### src/rtl/sar_seq_pkg.sv
package sar_seq_pkg;
  typedef enum logic [1:0] {
    ST_IDLE,
    ST_CONV,
    ST_SEND,
    ST_REC
  } seq_state_t;
endpackage

### src/rtl/sar_seq_sync.sv
// Multi-stage synchronizer for slow host-side inputs.
module sar_seq_sync #(
  parameter int W = 3,
  parameter int STAGES = 2,
  parameter logic [W-1:0] RST_VAL = '0
) (
  input  logic         clk,
  input  logic         rst,
  input  logic [W-1:0] d,
  output logic [W-1:0] q
);
  logic [W-1:0] pipe [STAGES];

  always_ff @(posedge clk) begin
    if (rst) begin
      for (int i = 0; i < STAGES; i++) pipe[i] <= RST_VAL;
    end else begin
      pipe[0] <= d;
      for (int i = 1; i < STAGES; i++) pipe[i] <= pipe[i-1];
    end
  end

  assign q = pipe[STAGES-1];
endmodule

### src/rtl/sar_seq_search.sv
// Binary-search register: one bit settled per step, top bit first.
module sar_seq_search #(
  parameter int TOP = 10
) (
  input  logic         clk,
  input  logic         rst,
  input  logic         clear,
  input  logic         start,
  input  logic         step_en,
  input  logic         cmp_hi,
  output logic [TOP:0] code,
  output logic         last
);
  localparam int SW = $clog2(TOP + 1);

  logic [SW-1:0] step;

  always_ff @(posedge clk) begin
    if (rst || clear) begin
      code <= '0;
      step <= '0;
    end else if (start) begin
      code <= (TOP + 1)'(1) << TOP;
      step <= SW'(TOP);
    end else if (step_en) begin
      code[step] <= cmp_hi;
      if (step != '0) begin
        code[step - SW'(1)] <= 1'b1;
        step <= step - SW'(1);
      end
    end
  end

  assign last = (step == '0);
endmodule

### src/rtl/sar_seq_shift.sv
// Result shifter: low-order bit leaves first.
module sar_seq_shift #(
  parameter int W = 11
) (
  input  logic         clk,
  input  logic         rst,
  input  logic         load,
  input  logic [W-1:0] data,
  input  logic         shift_en,
  output logic         bit_out
);
  localparam int CW = $clog2(W + 1);

  logic [W-1:0]  sh;
  logic [CW-1:0] cnt;

  always_ff @(posedge clk) begin
    if (rst) begin
      sh      <= '0;
      cnt     <= '0;
      bit_out <= 1'b0;
    end else if (load) begin
      sh      <= data;
      cnt     <= '0;
      bit_out <= 1'b0;
    end else if (shift_en && cnt != CW'(W)) begin
      bit_out <= sh[0];
      sh      <= sh >> 1;
      cnt     <= cnt + CW'(1);
    end
  end
endmodule

### src/rtl/sar_serial_sequencer.sv
module sar_serial_sequencer
  import sar_seq_pkg::*;
#(
  parameter int MAG_W       = 10,
  parameter int ADDR_W      = 4,
  parameter int SYNC_STAGES = 2,
  parameter int CS_HOLD     = 8
) (
  input  logic              clk,
  input  logic              rst,
  input  logic              ser_clk,
  input  logic              sel_n,
  input  logic              ser_in,
  input  logic              cmp_hi,
  input  logic              pwr_dn,
  output logic              ser_out,
  output logic              ser_out_en,
  output logic              busy,
  output logic              busy_en,
  output logic              mux_diff,
  output logic [ADDR_W-2:0] mux_chan,
  output logic [MAG_W:0]    trial_code
);
  localparam int RES_W = MAG_W + 1;
  localparam int ACW   = (ADDR_W > 1) ? $clog2(ADDR_W) : 1;
  localparam int HCW   = $clog2(CS_HOLD + 1);

  seq_state_t state;

  logic [2:0] sync_q;
  logic       s_clk, s_sel_n, s_din, s_clk_d;
  logic       clk_rise, clk_fall;

  logic [ADDR_W-2:0] addr_sr;
  logic [ACW-1:0]    bit_cnt;
  logic [HCW-1:0]    hold_cnt;

  logic start, step_en, last, done, shift_en;

  sar_seq_sync #(
    .W(3), .STAGES(SYNC_STAGES), .RST_VAL(3'b010)
  ) i_sync (
    .clk(clk), .rst(rst),
    .d({ser_clk, sel_n, ser_in}),
    .q(sync_q)
  );

  assign s_clk   = sync_q[2];
  assign s_sel_n = sync_q[1];
  assign s_din   = sync_q[0];

  always_ff @(posedge clk) begin
    if (rst) s_clk_d <= 1'b0;
    else     s_clk_d <= s_clk;
  end

  assign clk_rise = s_clk & ~s_clk_d;
  assign clk_fall = ~s_clk & s_clk_d;

  assign start    = !pwr_dn && state == ST_IDLE && !s_sel_n && clk_rise
                    && bit_cnt == ACW'(ADDR_W - 1);
  assign step_en  = !pwr_dn && state == ST_CONV && !s_sel_n && clk_rise;
  assign done     = step_en && last;
  assign shift_en = !pwr_dn && state == ST_SEND && !s_sel_n && clk_fall;

  sar_seq_search #(.TOP(MAG_W)) i_search (
    .clk(clk), .rst(rst), .clear(pwr_dn),
    .start(start), .step_en(step_en), .cmp_hi(cmp_hi),
    .code(trial_code), .last(last)
  );

  sar_seq_shift #(.W(RES_W)) i_shift (
    .clk(clk), .rst(rst),
    .load(done), .data({trial_code[MAG_W:1], cmp_hi}),
    .shift_en(shift_en), .bit_out(ser_out)
  );

  // Sequencer state
  always_ff @(posedge clk) begin
    if (rst || pwr_dn) begin
      state    <= ST_IDLE;
      bit_cnt  <= '0;
      hold_cnt <= '0;
      addr_sr  <= '0;
    end else begin
      case (state)
        ST_IDLE: begin
          if (s_sel_n) begin
            bit_cnt <= '0;
          end else if (clk_rise) begin
            addr_sr <= {addr_sr[ADDR_W-3:0], s_din};
            if (bit_cnt == ACW'(ADDR_W - 1)) begin
              bit_cnt <= '0;
              state   <= ST_CONV;
            end else begin
              bit_cnt <= bit_cnt + ACW'(1);
            end
          end
        end
        ST_CONV: begin
          if (s_sel_n) begin
            state    <= ST_REC;
            hold_cnt <= '0;
          end else if (done) begin
            state <= ST_SEND;
          end
        end
        ST_SEND: begin
          if (s_sel_n) begin
            state    <= ST_REC;
            hold_cnt <= '0;
          end
        end
        default: begin
          if (!s_sel_n) begin
            hold_cnt <= '0;
          end else if (hold_cnt == HCW'(CS_HOLD - 1)) begin
            state <= ST_IDLE;
          end else begin
            hold_cnt <= hold_cnt + HCW'(1);
          end
        end
      endcase
    end
  end

  // Latched multiplexer selection
  always_ff @(posedge clk) begin
    if (rst) begin
      mux_diff <= 1'b0;
      mux_chan <= '0;
    end else if (start) begin
      {mux_diff, mux_chan} <= {addr_sr, s_din};
    end
  end

  // Registered pin status and enables
  always_ff @(posedge clk) begin
    if (rst || pwr_dn) begin
      busy       <= 1'b0;
      busy_en    <= 1'b0;
      ser_out_en <= 1'b0;
    end else begin
      busy_en    <= !s_sel_n;
      busy       <= !s_sel_n && state == ST_CONV;
      ser_out_en <= !s_sel_n && state == ST_SEND;
    end
  end
endmodule

### config.mk
export PLATFORM = sky130hd
export DESIGN_NAME = sar_serial_sequencer
export DESIGN_NICKNAME = d
export VERILOG_FILES = /design/src/rtl/sar_seq_pkg.sv /design/src/rtl/sar_seq_sync.sv /design/src/rtl/sar_seq_search.sv /design/src/rtl/sar_seq_shift.sv /design/src/rtl/sar_serial_sequencer.sv
export SDC_FILE = /design/constraint.sdc
export NUM_CORES = 1
export LEC_CHECK = 0
export ABC_CLOCK_PERIOD_IN_PS = 2100
export CAP_MARGIN = 25
export CORE_MARGIN = 3
export CORE_UTILIZATION = 59
export DETAILED_ROUTE_END_ITERATION = 10
export DONT_BUFFER_PORTS = 1
export GPL_TIMING_DRIVEN = 0
export PLACE_DENSITY_LB_ADDON = 0.25
export SYNTH_ARGS = -nofsm -noshare
export SYNTH_HDL_FRONTEND = slang
export SYNTH_SLANG_ARGS = --single-unit
### constraint.sdc
create_clock -name clk -period 2.1 [get_ports clk]
set_input_delay 0.42 -clock clk [delete_from_list [all_inputs] [get_ports clk]]
set_output_delay 0.42 -clock clk [all_outputs]
set_load 0.03 [all_outputs]
==> out/metrics.yaml <==
status:
  status: "finished, final reports clean"
timing:
  worst_slack_ns: 0.164
  grt_setup_unrepaired: "no"
  fin_crit_ns: 1.94
  fin_crit_sh: 0.922
  fmax_mhz: 516
  hold_violations: 0
  clock_skew_ns: 0.00453
  drv_slew: 0
  timing.slew.headroom: 0.656
  setup_violations: 0
  max_slew.worst_pin.slew_ns: 0.516
logic_synthesis:
  synth_async_sr_flop_share: 0
  ys.flop_type: "dfxtp_1"
  syn_avg_cell_area_um2: 9.03
  synthMuxAreaShare: 0.103
  yosysWarnings: 0
  synth_top_family_by_area: "simple AND/OR/NAND/NOR gates"
  ys_ff_latch: 56
  synth_edf_count: 0
  synth-simple-area-share: 0.246
  synthAdderAreaFrac: 0.0347
  syn_nets: 294
  synth_xor_area_frac: 0.0104
  yosys.cell_types.count: 40
  syn_area_um2: 2530
  synth_compound_area_frac: 0.126
  syn_inst: 280
  synth_seq_area_share: 0.444
layout:
  area_growth_pct: 6.93
  final_cell_mix: "dfxtp_1 (56), nor2_1 (36), mux2i_1 (26)"
  antenna_cells: 0
  final_nets: 303
  final-instance-count-excl-fill: 339
  stdcell_area_um2: 2700
  fillers: 338
  final_common_cell: "dfxtp_1"
  drive_above_1_share: 0.0796
cts:
  cts_tree: "built"
  cts_buffers: 5
  ctsLongestPathBuffers: 2
  clkSinkCount: 56
  htreeDepth: 2
  root_buffer: "clkbuf_8"
  clk_latency_ns: 0.31
  cts_hold_buf: 0
  clkSlewWorstSetupHoldPaths_ns: 0.10
route:
  firstDrtPassIters: 4
  via_per_inst: 6.00
  route.antenna.remaining_nets: 0
  drtIter0Drc: 102
  routedWlPerCell_um: 15.2
  drt-total-wl_um: 5150
  num_vias: 2034
  route.detailed.drc: 0
setup_path:
  path_max_fanout: 10
  cp-end-kind: "register"
  path_delay_family: "simple AND/OR/NAND/NOR gates"
  worstPathArrival_ns: 2.16
  critPathKind: "register to register"
  crit_path_top_delay_cell: "dfxtp_1"
  crit_chain: "inv_1 -> ha_1 -> nor4b_4 -> nand3_2 -> clkbuf_4 -> mux2i_1 -> a211oi_1"
  crit_required_ns: 2.32
  path_buf_inv: 2
  crit_path_start_kind: "register"
  crit_path_max_incr_delay_ns: 0.35
pwr:
  p_comb_frac: 0.024
  ir_drop_mv: 0.424
  switchingPower_mw: 0.386
  p_leak_nw: 1.07
  power_density_nw_per_um2: 629
  intPower_mw: 1.31
  clkPwrFrac: 0.344
  switching_share: 0.227
  pwr-share-seq: 0.632
global_routing:
  grt_start_max_net_pins: 18
  antenna_found_initial: 0
  grt_util_all_layers: 0.217
  first_global_vias: 1895
  grt_pass1_wl_um: 8840
  grt_overflow: 0
floorplan:
  die_h_um: 71.5
  ioPinCount: 26
  die_area_um2: 5110
  die_w_um: 71.5
  num_rows: 23
  core-area_um2: 4060
  initial_core_util: 0.623
place:
  routabilityCongestion: 0.857
  portBuffers: 0
  hpwl_um: 3610
  dpl_cell_area_um2: 2590
  preCtsSetupSlack_ns: -0.0689
  dp.cells: 330
flow_run:
  max_cap_viol_count: 0
worst_hold_path:
  hold_path_class: "input pin to register"
registers in the layout (all words and copies together), names as in the netlist:
register         flops
s_clk_d              1
i_shift.cnt          4
ser_out_en           1
addr_sr              3
mux_chan             3
busy_en              1
i_shift.bit_out      1
i_shift.sh          11
hold_cnt             4
state                2
busy                 1
i_sync.pipe          6
i_search.code       11
bit_cnt              2
mux_diff             1
i_search.step        4
final cells by class:
class,count,area (µm²),share of cell area
repair buffers,2,15.0,0.00556
flip-flops and latches,56,1120,0.415
clock buffers,5,68.8,0.0255
clock inverters,2,16.3,0.00602
well taps,50,62.6,0.0231
multi-input cells,201,1320,0.489
inverters,4,15.0,0.00556
plain buffers,19,82.6,0.0306
synth_stat cells, types with 5 or more instances:
| cell | n | area share |
|---|---|---|
| mux2i_1 | 26 | 0.10 |
| a21oi_1 | 14 | 0.028 |
| nor2_1 | 36 | 0.053 |
| and2_1 | 5 | 0.012 |
| nor2b_1 | 10 | 0.025 |
| o21ai_0 | 12 | 0.024 |
| a211oi_1 | 11 | 0.033 |
| nor3_1 | 10 | 0.020 |
| dfxtp_1 | 56 | 0.44 |
| a31oi_1 | 5 | 0.012 |
| ha_1 | 7 | 0.035 |
| or3_1 | 6 | 0.015 |
| clkbuf_1 | 13 | 0.019 |
| nand2_1 | 13 | 0.019 |
| nand3_1 | 7 | 0.014 |
| buf_2 | 6 | 0.012 |
| nand4_1 | 8 | 0.020 |
final timing paths:
| path | startpoint | end | slack [ns] | depth (start not counted) |
|---|---|---|---|---|
| setup / recovery | state[0] | i_shift.sh[8] | 0.16 | 7 |
| hold / removal | sel_n | i_sync.pipe[0][1] | 0.21 | 1 |
| setup reg to reg | state[0] | i_shift.sh[8] | 0.16 | 7 |
| hold reg to reg | i_sync.pipe[0][1] | i_sync.pipe[0][4] | 0.42 | 1 |
power by group through the flow:
stage          sequential, mW  clock [mW]  combinational [mW]
2_1_floorplan            1.10           0              0.0303
3_3_place_gp             1.10           0              0.0393
3_5_place_dp             1.10           0              0.0400
4_1_cts                  1.07       0.599              0.0403
5_1_grt                  1.07       0.638              0.0449
6_report                 1.07       0.585              0.0407
cell families after synthesis:
| family | count (synthesis) |
|---|---|
| and+or+nand+nor | 114 |
| adders and majority gates | 7 |
| xor gates and xnor gates | 3 |
| muxes | 26 |
| DFF | 56 |
| AOI/OAI and AO/OA | 51 |
| buffers and inverters | 23 |
stage by stage:
step	setup TNS [ns]	hold slack, ns	utilization	power [mW]
5_1_grt	0	0.192	0.666	1.76
4_1_cts	0	0.194	0.661	1.71
3_3_place_gp	-0.0151	0.395	0.638	1.14
2_1_floorplan	0	0.389	-	1.13
6_report	0	0.207	0.666	1.70
3_5_place_dp	-0.550	0.395	0.638	1.14
worst reg2reg max path: stages, from the launching register on:
cell,delay (ns)
dfxtp_1,0.35
inv_1,0.09
ha_1,0.23
nor4b_4,0.31
nand3_2,0.21
clkbuf_4,0.27
mux2i_1,0.15
a211oi_1,0.24
layer usage:
metal / routed length [µm] / GRT usage / vias up
met4: 87 / 0.0856 / 0
met5: 0 / 0 / -
met3: 280 / 0.0491 / 12
met2: 2330 / 0.342 / 55
met1: 2450 / 0.288 / 950
li1: - / - / 1017
repair_timing:
item | CTS | global route
pin swaps | 1 | 1
setup endpoints to repair | 10 | 10
gates resized for setup | 0 | 4
setup buffers | 1 | 1
No activity file was read; power rests on OpenSTA's default activity.
